### config.mk
export PLATFORM = sky130hd
export DESIGN_NAME = wdt_escalator
export DESIGN_NICKNAME = d
export VERILOG_FILES = /design/src/rtl/wdt_pkg.sv /design/src/rtl/wdt_datapath.sv /design/src/rtl/wdt_control.sv /design/src/rtl/wdt_escalator.sv
export SDC_FILE = /design/constraint.sdc
export NUM_CORES = 1
export LEC_CHECK = 0
export CAP_MARGIN = 20
export CORE_MARGIN = 2
export CORE_UTILIZATION = 50
export DETAILED_ROUTE_END_ITERATION = 6
export DONT_BUFFER_PORTS = 1
export PLACE_DENSITY = 0.74
export SLEW_MARGIN = 20
export SYNTH_ARGS = -nofsm -noshare
export SYNTH_HDL_FRONTEND = slang
export SYNTH_HIERARCHICAL = 1
export SYNTH_SLANG_ARGS = --single-unit
### constraint.sdc
create_clock -name clk -period 6.5 [get_ports clk]
set_clock_uncertainty 0.05 [all_clocks]
set_input_delay 1.95 -clock clk [delete_from_list [all_inputs] [get_ports clk]]
set_output_delay 1.95 -clock clk [all_outputs]
set_load 0.02 [all_outputs]
### src/rtl/wdt_pkg.sv
package wdt_pkg;
  localparam int REG_W = 32;
  localparam int ADDR_W = 3;

  localparam logic [ADDR_W-1:0] ADDR_CTRL   = 3'd0;
  localparam logic [ADDR_W-1:0] ADDR_RANGE  = 3'd1;
  localparam logic [ADDR_W-1:0] ADDR_KICK   = 3'd2;
  localparam logic [ADDR_W-1:0] ADDR_COUNT  = 3'd3;
  localparam logic [ADDR_W-1:0] ADDR_STATUS = 3'd4;

  localparam logic [REG_W-1:0] KICK_KEY = 32'h0000_0076;

  typedef enum logic {
    MODE_RESET     = 1'b0,
    MODE_IRQ_FIRST = 1'b1
  } wdtMode_t;

  typedef struct packed {
    logic cntLoad;
    logic cntDec;
    logic pulseStart;
  } wdtStrobe_t;
endpackage

### src/rtl/wdt_datapath.sv
module wdt_datapath
  import wdt_pkg::*;
#(
  parameter int CNT_W     = 32,
  parameter int BASE_LOG2 = 16,
  parameter int RANGE_W   = 4,
  parameter int PULSE_W   = 3
) (
  input  logic               clk,
  input  logic               rstN,
  input  wdtStrobe_t         strobe,
  input  logic [RANGE_W-1:0] rangeCode,
  input  logic [PULSE_W-1:0] pulseCode,
  output logic [CNT_W-1:0]   count,
  output logic               cntZero,
  output logic               pulseActive
);
  localparam int MAX_SHIFT   = BASE_LOG2 + (1 << RANGE_W) - 1;
  localparam int SHIFT_W     = $clog2(MAX_SHIFT + 1);
  localparam int PULSE_CNT_W = (1 << PULSE_W) + 1;

  logic [SHIFT_W-1:0]     shiftAmt;
  logic [CNT_W-1:0]       presetVal;
  logic [PULSE_CNT_W-1:0] pulseLen;
  logic [PULSE_CNT_W-1:0] pulseCnt;

  assign shiftAmt = SHIFT_W'(BASE_LOG2) + SHIFT_W'(rangeCode);

  generate
    if (MAX_SHIFT < CNT_W) begin : g_noSat
      always_comb presetVal = (CNT_W'(1) << shiftAmt) - CNT_W'(1);
    end else begin : g_sat
      always_comb begin
        if (int'(shiftAmt) >= CNT_W) presetVal = '1;
        else presetVal = (CNT_W'(1) << shiftAmt) - CNT_W'(1);
      end
    end
  endgenerate

  assign pulseLen = PULSE_CNT_W'(2) << pulseCode;

  always_ff @(posedge clk or negedge rstN) begin
    if (!rstN) begin
      count <= '0;
    end else if (strobe.cntLoad) begin
      count <= presetVal;
    end else if (strobe.cntDec) begin
      count <= count - CNT_W'(1);
    end
  end

  always_ff @(posedge clk or negedge rstN) begin
    if (!rstN) begin
      pulseCnt <= '0;
    end else if (strobe.pulseStart) begin
      pulseCnt <= pulseLen;
    end else if (pulseCnt != '0) begin
      pulseCnt <= pulseCnt - PULSE_CNT_W'(1);
    end
  end

  assign cntZero     = (count == '0);
  assign pulseActive = (pulseCnt != '0);
endmodule

### src/rtl/wdt_control.sv
module wdt_control
  import wdt_pkg::*;
#(
  parameter int CNT_W   = 32,
  parameter int RANGE_W = 4,
  parameter int PULSE_W = 3
) (
  input  logic               clk,
  input  logic               rstN,
  input  logic               regWe,
  input  logic [ADDR_W-1:0]  regAddr,
  input  logic [REG_W-1:0]   regWdata,
  output logic [REG_W-1:0]   regRdata,
  input  logic [CNT_W-1:0]   count,
  input  logic               cntZero,
  input  logic               pulseActive,
  output wdtStrobe_t         strobe,
  output logic [RANGE_W-1:0] rangeCode,
  output logic [PULSE_W-1:0] pulseCode,
  output logic               enabled,
  output wdtMode_t           modeSel,
  output logic               irqPending
);
  logic ctrlWr, rangeWr, clrWr, kickHit, armHit, timeout, escalate;

  assign ctrlWr   = regWe && (regAddr == ADDR_CTRL);
  assign rangeWr  = regWe && (regAddr == ADDR_RANGE);
  assign clrWr    = regWe && (regAddr == ADDR_STATUS);
  assign kickHit  = enabled && regWe && (regAddr == ADDR_KICK) && (regWdata == KICK_KEY);
  assign armHit   = ctrlWr && regWdata[0] && !enabled;
  assign timeout  = enabled && cntZero && !kickHit;
  assign escalate = timeout && ((modeSel == MODE_RESET) || irqPending);

  always_comb begin
    strobe.cntLoad    = armHit || kickHit || timeout;
    strobe.cntDec     = enabled && !cntZero && !kickHit;
    strobe.pulseStart = escalate && !pulseActive;
  end

  always_ff @(posedge clk or negedge rstN) begin
    if (!rstN) begin
      enabled   <= 1'b0;
      modeSel   <= MODE_RESET;
      pulseCode <= '0;
      rangeCode <= '0;
    end else begin
      if (ctrlWr) begin
        enabled   <= enabled | regWdata[0];
        modeSel   <= wdtMode_t'(regWdata[1]);
        pulseCode <= regWdata[2 +: PULSE_W];
      end
      if (rangeWr) rangeCode <= regWdata[RANGE_W-1:0];
    end
  end

  always_ff @(posedge clk or negedge rstN) begin
    if (!rstN) begin
      irqPending <= 1'b0;
    end else if (timeout && (modeSel == MODE_IRQ_FIRST) && !irqPending) begin
      irqPending <= 1'b1;
    end else if (kickHit || clrWr) begin
      irqPending <= 1'b0;
    end
  end

  always_comb begin
    regRdata = '0;
    case (regAddr)
      ADDR_CTRL:   regRdata = REG_W'({pulseCode, modeSel, enabled});
      ADDR_RANGE:  regRdata = REG_W'(rangeCode);
      ADDR_COUNT:  regRdata = REG_W'(count);
      ADDR_STATUS: regRdata = REG_W'(irqPending);
      default:     regRdata = '0;
    endcase
  end
endmodule

### src/rtl/wdt_escalator.sv
module wdt_escalator
  import wdt_pkg::*;
#(
  parameter int CNT_W     = 32,
  parameter int BASE_LOG2 = 16,
  parameter int RANGE_W   = 4,
  parameter int PULSE_W   = 3
) (
  input  logic              clk,
  input  logic              rstN,
  input  logic              regWe,
  input  logic [ADDR_W-1:0] regAddr,
  input  logic [REG_W-1:0]  regWdata,
  output logic [REG_W-1:0]  regRdata,
  output logic              wdtIrq,
  output logic              sysRstOut
);
  wdtStrobe_t         strobe;
  logic [RANGE_W-1:0] rangeCode;
  logic [PULSE_W-1:0] pulseCode;
  logic [CNT_W-1:0]   count;
  logic               cntZero;
  logic               pulseActive;
  logic               enabled;
  wdtMode_t           modeSel;

  wdt_control #(.CNT_W(CNT_W), .RANGE_W(RANGE_W), .PULSE_W(PULSE_W)) u_ctrl (
    .clk(clk), .rstN(rstN), .regWe(regWe), .regAddr(regAddr), .regWdata(regWdata),
    .regRdata(regRdata), .count(count), .cntZero(cntZero), .pulseActive(pulseActive),
    .strobe(strobe), .rangeCode(rangeCode), .pulseCode(pulseCode), .enabled(enabled),
    .modeSel(modeSel), .irqPending(wdtIrq)
  );

  wdt_datapath #(.CNT_W(CNT_W), .BASE_LOG2(BASE_LOG2), .RANGE_W(RANGE_W), .PULSE_W(PULSE_W)) u_dp (
    .clk(clk), .rstN(rstN), .strobe(strobe), .rangeCode(rangeCode), .pulseCode(pulseCode),
    .count(count), .cntZero(cntZero), .pulseActive(pulseActive)
  );

  assign sysRstOut = pulseActive;
endmodule

==> results of run 1 <==
==> kinds of logic (layout without fill, tap and decap cells) <==
group                    after synthesis  after routing  share of synthesized area
XOR/XNOR                              27             27                     0.0683
multiplexers                          16             16                     0.0492
flip-flops                            51             51                      0.369
AND/OR/NAND/NOR                      177            177                      0.326
adder cells (fa/ha/maj)                4              4                     0.0145
AO/OA/AOI/OAI                         73             73                      0.138
buffers and inverters                 29             18                     0.0358
==> layout make-up <==
type                    count  area share
repair buffers              1     0.00210
well taps                  80      0.0280
clock buffers               6      0.0203
clock inverters             2     0.00350
multi-input cells         297       0.579
flip-flops and latches     51       0.357
inverters                   9     0.00946
==> cell usage after synthesis, types with 3 or more instances <==
cell type and number:
o22ai_1 5, ha_1 4, o32ai_1 4, nand2b_1 9, a2bb2oi_1 4, nor2b_1 5, a31oi_1 3, nor4_1 10
o21ai_0 20, nand3b_1 4, or3_1 4, and3_2 3, and3_1 5, nand3_1 8, mux2_2 8, dfrtp_1 51
nand2_1 25, nand4_1 6, inv_1 9, clkbuf_1 16, nor2_1 24, o31ai_1 3, nand4b_1 5, a21oi_1 15
xnor2_1 13, xor2_1 14, and2_1 30, mux2i_1 8, nor3_1 14
==> per-layer routing <==
layer,global-route usage,vias up,wire length (um)
li1,-,1354,-
met1,0.292,1371,3610
met2,0.360,115,3960
met3,0.0389,4,530
met4,0.0462,0,59
met5,0,-,0
==> worst paths after layout <==
| path | end | slack, ns | depth (start not counted) |
|---|---|---|---|
| setup / recovery | regRdata[19] | 1.39 | 3 |
| hold / removal | u_dp/count[28] | 0.49 | 1 |
| setup reg to reg | u_dp/count[28] | 2.77 | 11 |
| hold reg to reg | u_dp/count[28] | 0.49 | 1 |
| max in group asynchronous | u_ctrl/rangeCode[3] | 5.03 | 0 |
| min in group asynchronous | u_dp/pulseCnt[5] | 1.28 | 0 |
==> power by group <==
part	total, mW	internal (mW)	switching (mW)
combinational	0.275	0.126	0.149
clock	0.183	0.0756	0.107
sequential	0.493	0.384	0.109
==> state kept, by name (all words and copies together), names as in the netlist <==
| name | flops |
|---|---|
| u_dp/count | 32 |
| u_ctrl/enabled | 1 |
| u_ctrl/irqPending | 1 |
| u_ctrl/rangeCode | 4 |
| u_ctrl/pulseCode | 3 |
| u_ctrl/modeSel | 1 |
| u_dp/pulseCnt | 9 |
==> through the flow <==
stage | instances | util
3_5_place_dp | 438 | 0.515
5_1_grt | 446 | 0.529
4_1_cts | 446 | 0.528
2_1_floorplan | 377 | -
6_report | 446 | 0.529
3_3_place_gp | 438 | 0.515
==> critical path: cells and delay by family <==
kind	cells	cell delay, ns
simple gates	3	1.16
==> cell usage in the layout, fill, tap and decap left out, types with 3 or more instances in the layout <==
| cell type | n |
|---|---|
| and3_2 | 3 |
| nand3_1 | 8 |
| nor3_1 | 14 |
| nand3b_1 | 4 |
| dfrtp_1 | 51 |
| nor2_1 | 24 |
| and3_1 | 5 |
| nand4b_1 | 5 |
| or3_1 | 4 |
| a31oi_1 | 3 |
| o22ai_1 | 5 |
| nand4_1 | 6 |
| nor2b_1 | 5 |
| o31ai_1 | 3 |
| xor2_1 | 14 |
| nor4_1 | 10 |
| xnor2_1 | 13 |
| and2_1 | 30 |
| mux2_2 | 8 |
| nand2_1 | 25 |
| o21ai_0 | 20 |
| o32ai_1 | 4 |
| a21oi_1 | 15 |
| mux2i_1 | 8 |
| clkbuf_8 | 5 |
| nand2b_1 | 9 |
| a2bb2oi_1 | 4 |
| inv_1 | 9 |
| ha_1 | 4 |
==> flow_summary.toml, run 1 <==
[status]
run_status = "finished, final reports clean"

[timing]
final_hold_viol_count = 0
grt_setup_unrepaired = "false"
post-route-period-util = 0.787
setup_ws_ns = 1.39
hold_ws_ns = 0.494
number_of_endpoints_failing_setup_at_the_final_stage = 0
min_period_ns = 5.11
total_negative_setup_slacks_ns = 0
tightest_slew_ns = 0.976
max_clock_freq_ghz = 0.196
timing.slew.headroom = 0.340
final_max_slew_viol_count = 0

[die]
dieHeight_um = 87.2
core_region_area_mm2 = 0.00676
rows = 30
overall_die_area_mm2 = 0.00761
floorplan.io_pins = 72
die-width_um = 87.2
initial_utilization = 0.512

[synth]
synth.yosys.warnings = 6
synth-main-ff-cell = "dfrtp_1"
synth.avg_cell_area_um2 = 9.18
syn_inst = 377
synth_top_area_cell = "dfrtp_1"
synth_sequential_area_ratio = 0.369
synthDominantCellAreaShare = 0.369
synth.top_cells.by_area = "dfrtp_1, and2_1, xor2_1"
synth-async-reset-ratio = 1.00
edff_count_synth = 0
syn-num-nets = 419
synth_seq_cells = 51
yosysUniqueCellTypes = 66
post_synth_instance_area_mm2 = 0.00346

[global_routing]
first_global_vias = 2652
overflow = 0
grt_pass1_wl_mm = 13.0
antenna_violations_before_repair = 0
grtUsageTotal = 0.215
grt_max_degree = 52

[power_and_ir_drop]
pwr_density_cell_mw_per_mm2 = 266
peakVddDrop_v = 0.000137
static-leakage-power_nw = 1.37
p_total_mw = 0.951

[cts]
ctsLongestPathBuffers = 2
cts.reportedPaths.clkPinSlew_ns = 0.09
clkLatencyLatePin_ns = 0.31
number_of_clock_sinks = 51
cts_tree = "yes"
cts_root_buffer = "clkbuf_8"
cts-hold-fix-buffers = 0
post_cts_buffers = 0
post_cts_resize_count = 0
cts_buffers = 5
ctsHtreeMaxLevel = 2

[finish]
fin_nets = 407
final_layout_size_suffix_gt1_frac = 0.0984
fillCellCount = 614
antenna_cells_inserted = 0
layout.cell_area.non_filler_mm2 = 0.00357
area_taken_by_multi_input_logic_gates_mm2 = 0.00207
area_growth_syn_to_layout_pct = 3.14
area_occupied_by_registers_mm2 = 0.00128

[route]
post-route-drc-count = 0
ant_nets = 0
firstDrtPassIters = 4
drt-wirelength-per-cell_um = 18.3
route.final.wire_length_mm = 8.15
total_vias_in_the_final_route = 2844
drt_iter0_drc = 193
via_per_inst = 6.38

[placement]
io_buffers = 0
gpl.final_weighted_congestion = 0.870
dpl_hpwl_mm = 5.91
dp_worst_setup_slack_ns = 1.39
area_post_placement_mm2 = 0.00348

[setup_path]
slowest_stage = "and2b_1"
worst_setup_path_end_kind = "output port"
cp_common_cell = "and2_1"
setup.worst_path.class = "in -> out"
worstPathMaxFanout = 27
path_cells = "and2_1 -> and2b_1 -> and2_1"
timing.critical_path.from = "regAddr[0]"
crit_arrival_ns = 3.11
worst_reg2reg_path_startpoint = "u_dp/count[14]"
cp_data_required_time_ns = 4.50
worstSetupStartpointType = "primary input"
cpPeakStageDelay_ns = 0.59

[min_path]
min_path_type = "reg -> reg"
min_from = "u_dp/count[28]"

[run]
maxCapViolCount = 0
Power figures use the tool's default switching activity.
==> run 2, diff against run 1 <==
PLACE_DENSITY = 0.77   (was 0.74)
clock period = 4.5 ns   (was 6.5 ns; I/O delays follow)
==> run 2 against run 1 <==
Net effect: register-to-register slack worse by 1.9 ns; total power up 49%; core utilization up 0.57 points; final cell count up 0.90%; die area unchanged; sequential power up 45%; worst setup slack worse by 0.79 ns; sequential cell count unchanged; count of clock-buffer cells in the layout up 2; clock power up 61%; routed wire length down 0.72%; largest power group unchanged; highest routed layer unchanged.
==> flow_summary.toml, run 2 (synthesized netlist as in run 1, its figures left out) <==
[status]
run_status = "finished, final reports clean"

[timing]
max_clock_freq_ghz = 0.256
total_negative_setup_slacks_ns = 0
timing.slew.headroom = 0.287
post-route-period-util = 0.867
final_hold_viol_count = 0
grt_setup_unrepaired = "false"
tightest_slew_ns = 1.06
number_of_endpoints_failing_setup_at_the_final_stage = 0
final_max_slew_viol_count = 0
min_period_ns = 3.90

[finish]
antenna_cells_inserted = 0
final_layout_size_suffix_gt1_frac = 0.105
mostFrequentLayoutCells = "dfrtp_1, and2_1, nand2_1"
layout_commonest_cell = "dfrtp_1"
finalCoreUtilization = 0.534
largestRegisters = "u_dp/count (32), u_dp/pulseCnt (9), u_ctrl/rangeCode (4)"
register_ranked_first_by_flip_flop_count = "u_dp/count"
largest_reg_flops = 32
area_growth_syn_to_layout_pct = 4.26
fillCellCount = 619
fin_nets = 411

[route]
drt_iter0_drc = 218
total_vias_in_the_final_route = 2887
post-route-drc-count = 0
firstDrtPassIters = 4
route.final.wire_length_mm = 8.09
ant_nets = 0
drt-wirelength-per-cell_um = 18.0
via_per_inst = 6.42

[setup_path]
worstSetupStartpointType = "primary input"
cp.buffers_inverters = 0
worst_setup_path_end_kind = "output port"
cp_data_required_time_ns = 3.10
worstPathMaxFanout = 27
path_cells = "and2_1 -> and2b_1 -> and2_1"
timing.critical_path.max_delay_family = "simple AND/OR/NAND/NOR gates"
crit_arrival_ns = 2.50
cpPeakStageDelay_ns = 0.58
setup.worst_path.class = "in -> out"
cp_common_cell = "and2_1"
slowest_stage = "and2b_1"

[cts]
cts_tree = "yes"
cts-hold-fix-buffers = 0
ctsLongestPathBuffers = 2
cts_root_buffer = "clkbuf_8"
number_of_clock_sinks = 51
ctsHtreeMaxLevel = 2
cts_buffers = 5
post_cts_resize_count = 0
post_cts_buffers = 0
clkLatencyLatePin_ns = 0.31
cts.reportedPaths.clkPinSlew_ns = 0.10

[placement]
io_buffers = 0
dpl_hpwl_mm = 5.75
gpl.final_weighted_congestion = 0.880

[global_routing]
antenna_violations_before_repair = 0
first_global_vias = 2659
overflow = 0
grt_max_degree = 52
grtUsageTotal = 0.221
grt_pass1_wl_mm = 13.2

[die]
dieHeight_um = 87.2
die-width_um = 87.2
core_region_area_mm2 = 0.00676
floorplan.io_pins = 72
overall_die_area_mm2 = 0.00761
rows = 30
initial_utilization = 0.512

[run]
maxCapViolCount = 0

[power_and_ir_drop]
static-leakage-power_nw = 1.40
peakVddDrop_v = 0.000170
pwr_density_cell_mw_per_mm2 = 392

[min_path]
min_path_type = "reg -> reg"
==> run 2: final cells by class <==
class                      instances  area [um^2]  share of cell area
clock buffer                       8          100              0.0277
inverter                           9         33.8             0.00936
multi-input combinational        297         2060               0.571
tap                               80          100              0.0277
sequential                        51         1280               0.354
timing repair buffer               5         37.5              0.0104
==> run 2: final timing paths <==
kind,from,end,slack [ns],cells after the start
hold reg to reg,u_dp/count[28],u_dp/count[28],0.50,1
hold / removal,u_dp/count[28],u_dp/count[28],0.50,1
min in group asynchronous,rstN,u_dp/count[15],0.67,0
setup reg to reg,u_dp/count[14],u_dp/count[20],0.90,12
setup / recovery,regAddr[0],regRdata[30],0.60,3
max in group asynchronous,rstN,u_dp/pulseCnt[0],3.62,0
==> run 2: power breakdown <==
part           internal [mW]  switching [mW]
sequential             0.555           0.160
combinational          0.187           0.217
clock                  0.141           0.154
==> run 2: metrics by stage <==
step	hold slack [ns]	cells	worst slack (ns)	total power [mW]	cell area [um^2]
3_3_place_gp	0.471	442	0.654	1.10	3510
5_1_grt	0.527	450	0.461	1.50	3610
4_1_cts	0.492	450	0.562	1.41	3610
2_1_floorplan	0.420	377	0.720	1.01	3460
6_report	0.501	450	0.597	1.41	3610
3_5_place_dp	0.469	442	0.562	1.12	3510
==> run 2: routing by layer <==
layer	track usage	vias to the layer above	routed length, um
met5	0	-	0
met4	0.0559	0	104
met3	0.0550	10	576
met2	0.351	132	3740
met1	0.303	1384	3670
li1	-	1361	-
